**src/rtl/vrs_pkg.sv**
```systemverilog
package vrs_pkg;
  typedef enum logic [1:0] {
    OP_MIN  = 2'b00,
    OP_SUM  = 2'b01,
    OP_PRIO = 2'b10,
    OP_RSV  = 2'b11
  } vrs_op_e;

  typedef enum logic [1:0] {
    S_IDLE = 2'd0,
    S_RUN  = 2'd1,
    S_FIN  = 2'd2
  } vrs_state_e;
endpackage

```
**src/rtl/vrs_min_beat.sv**
```systemverilog
module vrs_min_beat #(
  parameter int LANES = 4,
  parameter int W     = 32,
  parameter int IDXW  = 5
) (
  input  logic [LANES-1:0][W-1:0] vals,
  input  logic [LANES-1:0]        act,
  input  logic [IDXW-1:0]         base,
  output logic                    any,
  output logic [W-1:0]            minv,
  output logic [IDXW-1:0]         mini
);
  always_comb begin
    any  = 1'b0;
    minv = {1'b0, {(W-1){1'b1}}};
    mini = base;
    for (int j = 0; j < LANES; j++) begin
      // strict less-than keeps the lowest position on ties
      if (act[j] && (!any || ($signed(vals[j]) < $signed(minv)))) begin
        any  = 1'b1;
        minv = vals[j];
        mini = base + IDXW'(j);
      end
    end
  end
endmodule

```
**src/rtl/vrs_sum_beat.sv**
```systemverilog
module vrs_sum_beat #(
  parameter int LANES = 4,
  parameter int W     = 32
) (
  input  logic [LANES-1:0][W-1:0] vals,
  input  logic [LANES-1:0]        act,
  output logic [W-1:0]            sum
);
  always_comb begin
    sum = '0;
    for (int j = 0; j < LANES; j++)
      if (act[j]) sum = sum + vals[j];
  end
endmodule

```
**src/rtl/vrs_first_beat.sv**
```systemverilog
module vrs_first_beat #(
  parameter int LANES = 4,
  parameter int IDXW  = 5
) (
  input  logic [LANES-1:0] bits,
  input  logic [IDXW-1:0]  base,
  output logic             found,
  output logic [IDXW-1:0]  pos
);
  always_comb begin
    found = 1'b0;
    pos   = base;
    for (int j = 0; j < LANES; j++) begin
      if (!found && bits[j]) begin
        found = 1'b1;
        pos   = base + IDXW'(j);
      end
    end
  end
endmodule

```
**src/rtl/vrs_top.sv**
```systemverilog
module vrs_top
  import vrs_pkg::*;
#(
  parameter int SECTION = 16,
  parameter int LANES   = 4,
  parameter int W       = 32,
  parameter int LENW    = 16,
  localparam int IDXW   = $clog2(SECTION + LANES)
) (
  input  logic                 clk,
  input  logic                 rst,
  input  logic                 start,
  input  logic [1:0]           op,
  input  logic [LENW-1:0]      vec_len,
  input  logic                 mask_en,
  input  logic [SECTION-1:0]   elem_mask,
  input  logic [SECTION*W-1:0] vec_data,
  input  logic [SECTION-1:0]   bit_vec,
  output logic                 done,
  output logic [W-1:0]         res_val,
  output logic [IDXW-1:0]      res_idx,
  output logic [SECTION-1:0]   res_prefix
);
  localparam logic [W-1:0] MAXV = {1'b0, {(W-1){1'b1}}};

  vrs_state_e           st;
  vrs_op_e              op_q;
  logic [IDXW-1:0]      n_q, n_in, ptr;
  logic                 men_q;
  logic [SECTION-1:0]   msk_q, bit_q;
  logic [SECTION*W-1:0] dat_q;
  logic [W-1:0]         acc_min, acc_sum;
  logic [IDXW-1:0]      acc_idx, pos;
  logic                 acc_any, fnd;

  logic [W-1:0]              elem [SECTION];
  logic [LANES-1:0][W-1:0]   lane_val;
  logic [LANES-1:0]          lane_act, lane_bit;
  logic [IDXW-1:0]           lane_e [LANES];
  logic [SECTION-1:0]        pfx;

  logic            b_any, f_found;
  logic [W-1:0]    b_min, b_sum;
  logic [IDXW-1:0] b_idx, f_pos;

  // active count clamps the requested length to the section
  assign n_in = (vec_len > LENW'(SECTION)) ? IDXW'(SECTION) : vec_len[IDXW-1:0];

  for (genvar g = 0; g < SECTION; g++) begin : g_unpack
    assign elem[g] = dat_q[g*W +: W];
    assign pfx[g]  = (IDXW'(g) < pos);
  end

  always_comb begin
    for (int j = 0; j < LANES; j++) begin
      lane_e[j]   = ptr + IDXW'(j);
      lane_val[j] = '0;
      lane_act[j] = 1'b0;
      lane_bit[j] = 1'b0;
      for (int k = 0; k < SECTION; k++) begin
        if (lane_e[j] == IDXW'(k) && IDXW'(k) < n_q) begin
          lane_val[j] = elem[k];
          lane_act[j] = !men_q || msk_q[k];
          lane_bit[j] = bit_q[k];
        end
      end
    end
  end

  vrs_min_beat #(.LANES(LANES), .W(W), .IDXW(IDXW)) u_min (
    .vals(lane_val), .act(lane_act), .base(ptr),
    .any(b_any), .minv(b_min), .mini(b_idx));

  vrs_sum_beat #(.LANES(LANES), .W(W)) u_sum (
    .vals(lane_val), .act(lane_act), .sum(b_sum));

  vrs_first_beat #(.LANES(LANES), .IDXW(IDXW)) u_first (
    .bits(lane_bit), .base(ptr), .found(f_found), .pos(f_pos));

  always_ff @(posedge clk) begin
    if (rst) begin
      st <= S_IDLE; done <= 1'b0;
      res_val <= '0; res_idx <= '0; res_prefix <= '0;
      op_q <= OP_MIN; n_q <= '0; ptr <= '0; men_q <= 1'b0;
      msk_q <= '0; bit_q <= '0; dat_q <= '0;
      acc_min <= MAXV; acc_sum <= '0; acc_idx <= '0; acc_any <= 1'b0;
      fnd <= 1'b0; pos <= '0;
    end else begin
      done <= 1'b0;
      case (st)
        S_IDLE: if (start) begin
          op_q <= vrs_op_e'(op); n_q <= n_in; men_q <= mask_en;
          msk_q <= elem_mask; bit_q <= bit_vec; dat_q <= vec_data;
          ptr <= '0; acc_min <= MAXV; acc_sum <= '0; acc_idx <= '0;
          acc_any <= 1'b0; fnd <= 1'b0; pos <= n_in;
          st <= (n_in == '0) ? S_FIN : S_RUN;
        end
        S_RUN: begin
          if (b_any && (!acc_any || ($signed(b_min) < $signed(acc_min)))) begin
            acc_any <= 1'b1; acc_min <= b_min; acc_idx <= b_idx;
          end
          acc_sum <= acc_sum + b_sum;
          if (!fnd && f_found) begin
            fnd <= 1'b1; pos <= f_pos;
          end
          ptr <= ptr + IDXW'(LANES);
          if (ptr + IDXW'(LANES) >= n_q) st <= S_FIN;
        end
        S_FIN: begin
          done <= 1'b1;
          st   <= S_IDLE;
          case (op_q)
            OP_MIN:  begin res_val <= acc_min; res_idx <= acc_idx; res_prefix <= '0;  end
            OP_PRIO: begin res_val <= '0;      res_idx <= pos;     res_prefix <= pfx; end
            default: begin res_val <= acc_sum; res_idx <= '0;      res_prefix <= '0;  end
          endcase
        end
        default: st <= S_IDLE;
      endcase
    end
  end

  // completion is a single-cycle pulse
  p_done_pulse_r8: assert property (@(posedge clk) disable iff (rst) done |=> !done);
  // operands are frozen while an operation is in flight
  p_busy_hold_r8: assert property (@(posedge clk) disable iff (rst)
    (st != S_IDLE) |=> ($stable(op_q) && $stable(n_q)));
  // the prefix has exactly as many ones as the reported position
  p_prefix_pop_r4: assert property (@(posedge clk) disable iff (rst)
    (done && op_q == OP_PRIO) |-> ($countones(res_prefix) == int'(res_idx)));
  // the priority position never exceeds the active count
  p_prio_bound_r3: assert property (@(posedge clk) disable iff (rst)
    (done && op_q == OP_PRIO) |-> (res_idx <= n_q));
  // a minimum index is always an active position
  p_min_idx_r6: assert property (@(posedge clk) disable iff (rst)
    (done && op_q == OP_MIN) |-> ((res_idx < n_q) || (res_idx == '0)));
  // an empty sum is zero
  p_empty_sum_r7: assert property (@(posedge clk) disable iff (rst)
    (done && op_q == OP_SUM && n_q == '0) |-> (res_val == '0));
endmodule

```
**config.mk**
```make
export PLATFORM = sky130hd
export DESIGN_NAME = vrs_top
export DESIGN_NICKNAME = d
export VERILOG_FILES = /design/src/rtl/vrs_pkg.sv /design/src/rtl/vrs_min_beat.sv /design/src/rtl/vrs_sum_beat.sv /design/src/rtl/vrs_first_beat.sv /design/src/rtl/vrs_top.sv
export SDC_FILE = /design/constraint.sdc
export NUM_CORES = 2
export LEC_CHECK = 0
export BUFFER_PORTS_ARGS = -buffer_cell sky130_fd_sc_hd__buf_2
export CORE_MARGIN = 4
export CORE_UTILIZATION = 45
export DETAILED_ROUTE_END_ITERATION = 12
export PLACE_DENSITY = 0.76
export REMOVE_ABC_BUFFERS = 1
export SYNTH_ARGS = -nofsm -noshare
export SYNTH_HDL_FRONTEND = slang
export SYNTH_SLANG_ARGS = --single-unit
```
**constraint.sdc**
```tcl
create_clock -name clk -period 15.9 [get_ports clk]
set_input_delay 3.18 -clock clk [delete_from_list [all_inputs] [get_ports clk]]
set_output_delay 3.18 -clock clk [all_outputs]
set_load 0.05 [all_outputs]
```
==> results by group <==
Route
  – DR WL/cell: between 20 and 25 µm
  – Routed wl met2: 69700 µm
  – 1st-iter DRT viols: 4695
  – Detailed-route via count: 41670
  – Pre-antenna DRT Iters: 6
  – Met3 wire length: around 11000 µm
  – Drt total wl: around 150000 µm
  – Routed Antenna Nets: 0
  – DR vias/cell: approximately 5.8
  – DRC Markers: 0
  – Max layer used: met5
  – Metal-1 WL: 64300 µm

STA
  – Peak Freq: 0.0668 GHz
  – Min Hold Slack: 0.450 ns
  – Sum of negative setup slack: 0 ns
  – Unrepaired setup endpoints after global routing: false
  – Slew Viols, Final: 68
  – Final setup fails: 0
  – Layout Skew: around 0.029 ns
  – Final hold violations: 0
  – Worst rel slew slack: -40.2%
  – Min cycle time layout: 14.96 ns
  – Period utilization: 94.1%
  – Worst-Margin Slew: between 2 and 2.5 ns

Layout
  – Nets: 6771
  – Share of cells above drive strength 1: 16.4%
  – Post-route cell area: about 47000 µm²
  – Non-Filler Instances: just over 7000
  – Layout area overhead: 17.3%

Power and ir drop
  – Final Power: 0.00473 W
  – Static Leakage: 21.5 nW
  – Seq pwr share: 40.3%
  – P_int: 0.00326 W
  – Switching Power: around 0.0015 W
  – PD cells: 100 nW/µm²
  – VDD IR max: roughly 0.00008 V
  – Comb pwr share: 20.2%
  – Sw Share: 30.9%
  – Clock share of power: 39.5%

Synthesis
  – Yosys warns: 0
  – Syn avg cell area: 7.31 µm²
  – Seq/Total Area, Yosys: 34.2%
  – EDFF count, synth: 0
  – Ys async rst share: 0%
  – Unique cell type count in the Yosys netlist: 85
  – Syn Inst Count: 5509
  – Post-synthesis register bit count: 687
  – Mapped Area: 40300 µm²
  – Main synth FF type: dfxtp_1

Clock tree
  – Clock Pin Slew Worst Setup and Hold Paths: 0.06 ns
  – TritonCTS clock tree: done
  – Clock Latency Late Sink: 0.65 ns
  – CTS Sinks: 687
  – Hold buffers post-CTS: 0
  – CTS root buf: clkbuf_16
  – Max Root-Sink Buffers: 3
  – Post-CTS resize count: 0
  – Total CTS buffers: 76
  – H-tree depth: 3

Placed design
  – GP Congestion: roughly 1.0
  – Dpl cells: 7025
  – Post-DP HPWL: 115000 µm
  – Port-buffer cells: 619
  – Placed Area: 44500 µm²

Critical path
  – Crit-path max FO: 32
  – Crit-path leading delay family: compound AO/OA/AOI/OAI gates
  – WP data required: 16.40 ns
  – Worst path slowest cell: o311ai_0
  – Nature of the critical path endpoint: flip-flop
  – CP peak stage delay: roughly 0.71 ns
  – Reg2Reg Capture Point: acc_idx[0]
  – CP Data Arrival Time: 15.46 ns
  – Reg2reg path depth: 57
  – Crit Reg-Reg Startpoint: n_q[4]
  – FF-to-FF setup slack: 0.94 ns
  – Critical path class: flip-flop to flip-flop
  – WP buf/inv: 5
  – CP most frequent cell: a21o_1
  – Crit path launch type: flip-flop

Global routing
  – First-pass GRT wire length: 225000 µm
  – Initial antenna violation count: 5
  – GRT Overall Usage: a little under a third
  – Congestion Overflow GR: 0
  – Number of global-route vias before repair: 38498
  – Largest net degree at the start of global routing: 210

Floorplanning
  – Initial Util: 45.5%
  – Chip Height: around 310 µm
  – Die area: approximately 94000 µm²
  – Die X: 307 µm
  – CORE AREA: 88500 µm²
  – Std cell rows: 109
  – Num ports: 620

Hold path
  – Worst min-delay path category: flip-flop to flip-flop
  – Worst hold path depth: 2
  – Hold_sp: dat_q[365]
  – Worst Hold End: dat_q[365]

Status
  – Failing checks: max-slew violations
  – Status: finished with violations

Job
  – Max_cap viols: 0
state kept, by name (all words and copies together), names as in the netlist:
| name | cells |
|---|---|
| fnd | 1 |
| bit_q | 16 |
| res_idx | 5 |
| msk_q | 16 |
| acc_sum | 32 |
| men_q | 1 |
| st | 2 |
| done | 1 |
| n_q | 5 |
| res_prefix | 16 |
| ptr | 3 |
| acc_any | 1 |
| op_q | 2 |
| pos | 5 |
| acc_idx | 5 |
| dat_q | 512 |
| res_val | 32 |
| acc_min | 32 |
power groups by stage:
| stage | logic, W | clock network [W] | registers [W] |
|---|---|---|---|
| finish | 0.000956 | 0.00187 | 0.00191 |
| global route | 0.00105 | 0.00196 | 0.00191 |
| CTS | 0.000936 | 0.00189 | 0.00190 |
| detailed placement | 0.000930 | 0 | 0.00194 |
| global placement | 0.000920 | 0 | 0.00194 |
| floorplan | 0.000645 | 0 | 0.00194 |
cell type report:
cell class                      count  area [µm²]
Clock buffer                       98        2110
Tap cell                         1165        1460
Fill cell                        8506       41300
Inverter                          146         548
Sequential cell                   687       13800
Multi-Input combinational cell   4287       24700
Clock inverter                     40         538
Timing Repair Buffer              746        4150
Antenna cell                        3        7.51
cells in the mapped netlist (64+ instances only):
library cell  number  area (µm²)
dfxtp_1          687       13800
a21o_1            83         623
nand3_1           66         330
a221oi_1         100         876
clkbuf_1         335        1260
mux2i_1           77         771
nand2_1         1362        5110
xnor2_1           66         578
nor3_1           151         756
ha_1             257        3220
a21oi_1          798        3990
o21ai_0          182         911
nor2_1           459        1720
a211oi_1          64         480
inv_1            146         548
cell usage in the layout, fill, tap and decap left out, drive strengths merged, types with 10 or more instances in the layout:
master and instances:
buf 746, nor2b 23, nand2 1362, and2 17
nand3 66, or3 16, a22o 26, a221oi 103
inv 150, o311ai 32, o21bai 10, xnor2 66
clkbuf 98, a211oi 64, o31ai 52, a31oi 22
and3 16, a22oi 56, a21o 83, o21a 39
o21ai 187, nor3 152, mux2i 77, nand2b 31
a21oi 799, o211ai 10, xor2 37, nand4 20
mux2 64, ha 257, dfxtp 687, clkinv 21
nor4 12, nor2 459
through the flow:
stage	util (%)	setup WS, ns
after floorplan	-	-2.87
after global placement	50.3	1.08
after detailed placement	50.3	0.797
after CTS	53.3	0.736
after global routing	53.3	0.0603
final	53.3	0.939
worst reg2reg max path, delay by kind of cell (launching register included):
| kind | cells | cell delay, ns |
|---|---|---|
| compound gates | 34 | 7.28 |
| simple gates | 11 | 3.63 |
| fa+ha+maj | 4 | 1.47 |
| buf+inv | 5 | 1.00 |
| mux | 3 | 0.97 |
| flops | 1 | 0.49 |
worst max path at each step:
stage | from | end | slack (ns) | cells past startpoint
2_1_floorplan | n_q[4] | acc_idx[1] | -2.87 | 52
3_3_place_gp | n_q[4] | acc_idx[0] | 1.08 | 56
3_5_place_dp | n_q[4] | acc_idx[0] | 0.80 | 59
4_1_cts | n_q[4] | acc_idx[0] | 0.74 | 60
5_1_grt | n_q[4] | acc_min[30] | 0.06 | 59
6_report | n_q[4] | acc_idx[0] | 0.94 | 57
cells by family (layout without fill, tap and decap cells):
| group | count (synthesis) | count (layout) | share of synthesized area [%] |
|---|---|---|---|
| other cells | 1 | 4 | 0.00931 |
| buf+inv | 535 | 1030 | 5.12 |
| simple gates | 2211 | 2211 | 22.6 |
| xor+xnor | 103 | 103 | 2.24 |
| fa+ha+maj | 261 | 261 | 8.19 |
| flops | 687 | 687 | 34.2 |
| mux | 141 | 141 | 3.70 |
| compound gates | 1570 | 1570 | 24.0 |
layer usage:
layer	vias up	GRT usage, %
met4	4	11.4
li1	20073	-
met2	1671	49.6
met3	288	4.15
met5	-	0
met1	19634	41.4
repair_timing:
| item | in CTS | in global routing |
|---|---|---|
| buffers inserted | 0 | 6 |
| hold endpoints to repair | 0 | 0 |
| setup endpoints to repair | 0 | 38 |
Note: power is estimated with default switching activity, not from simulation.
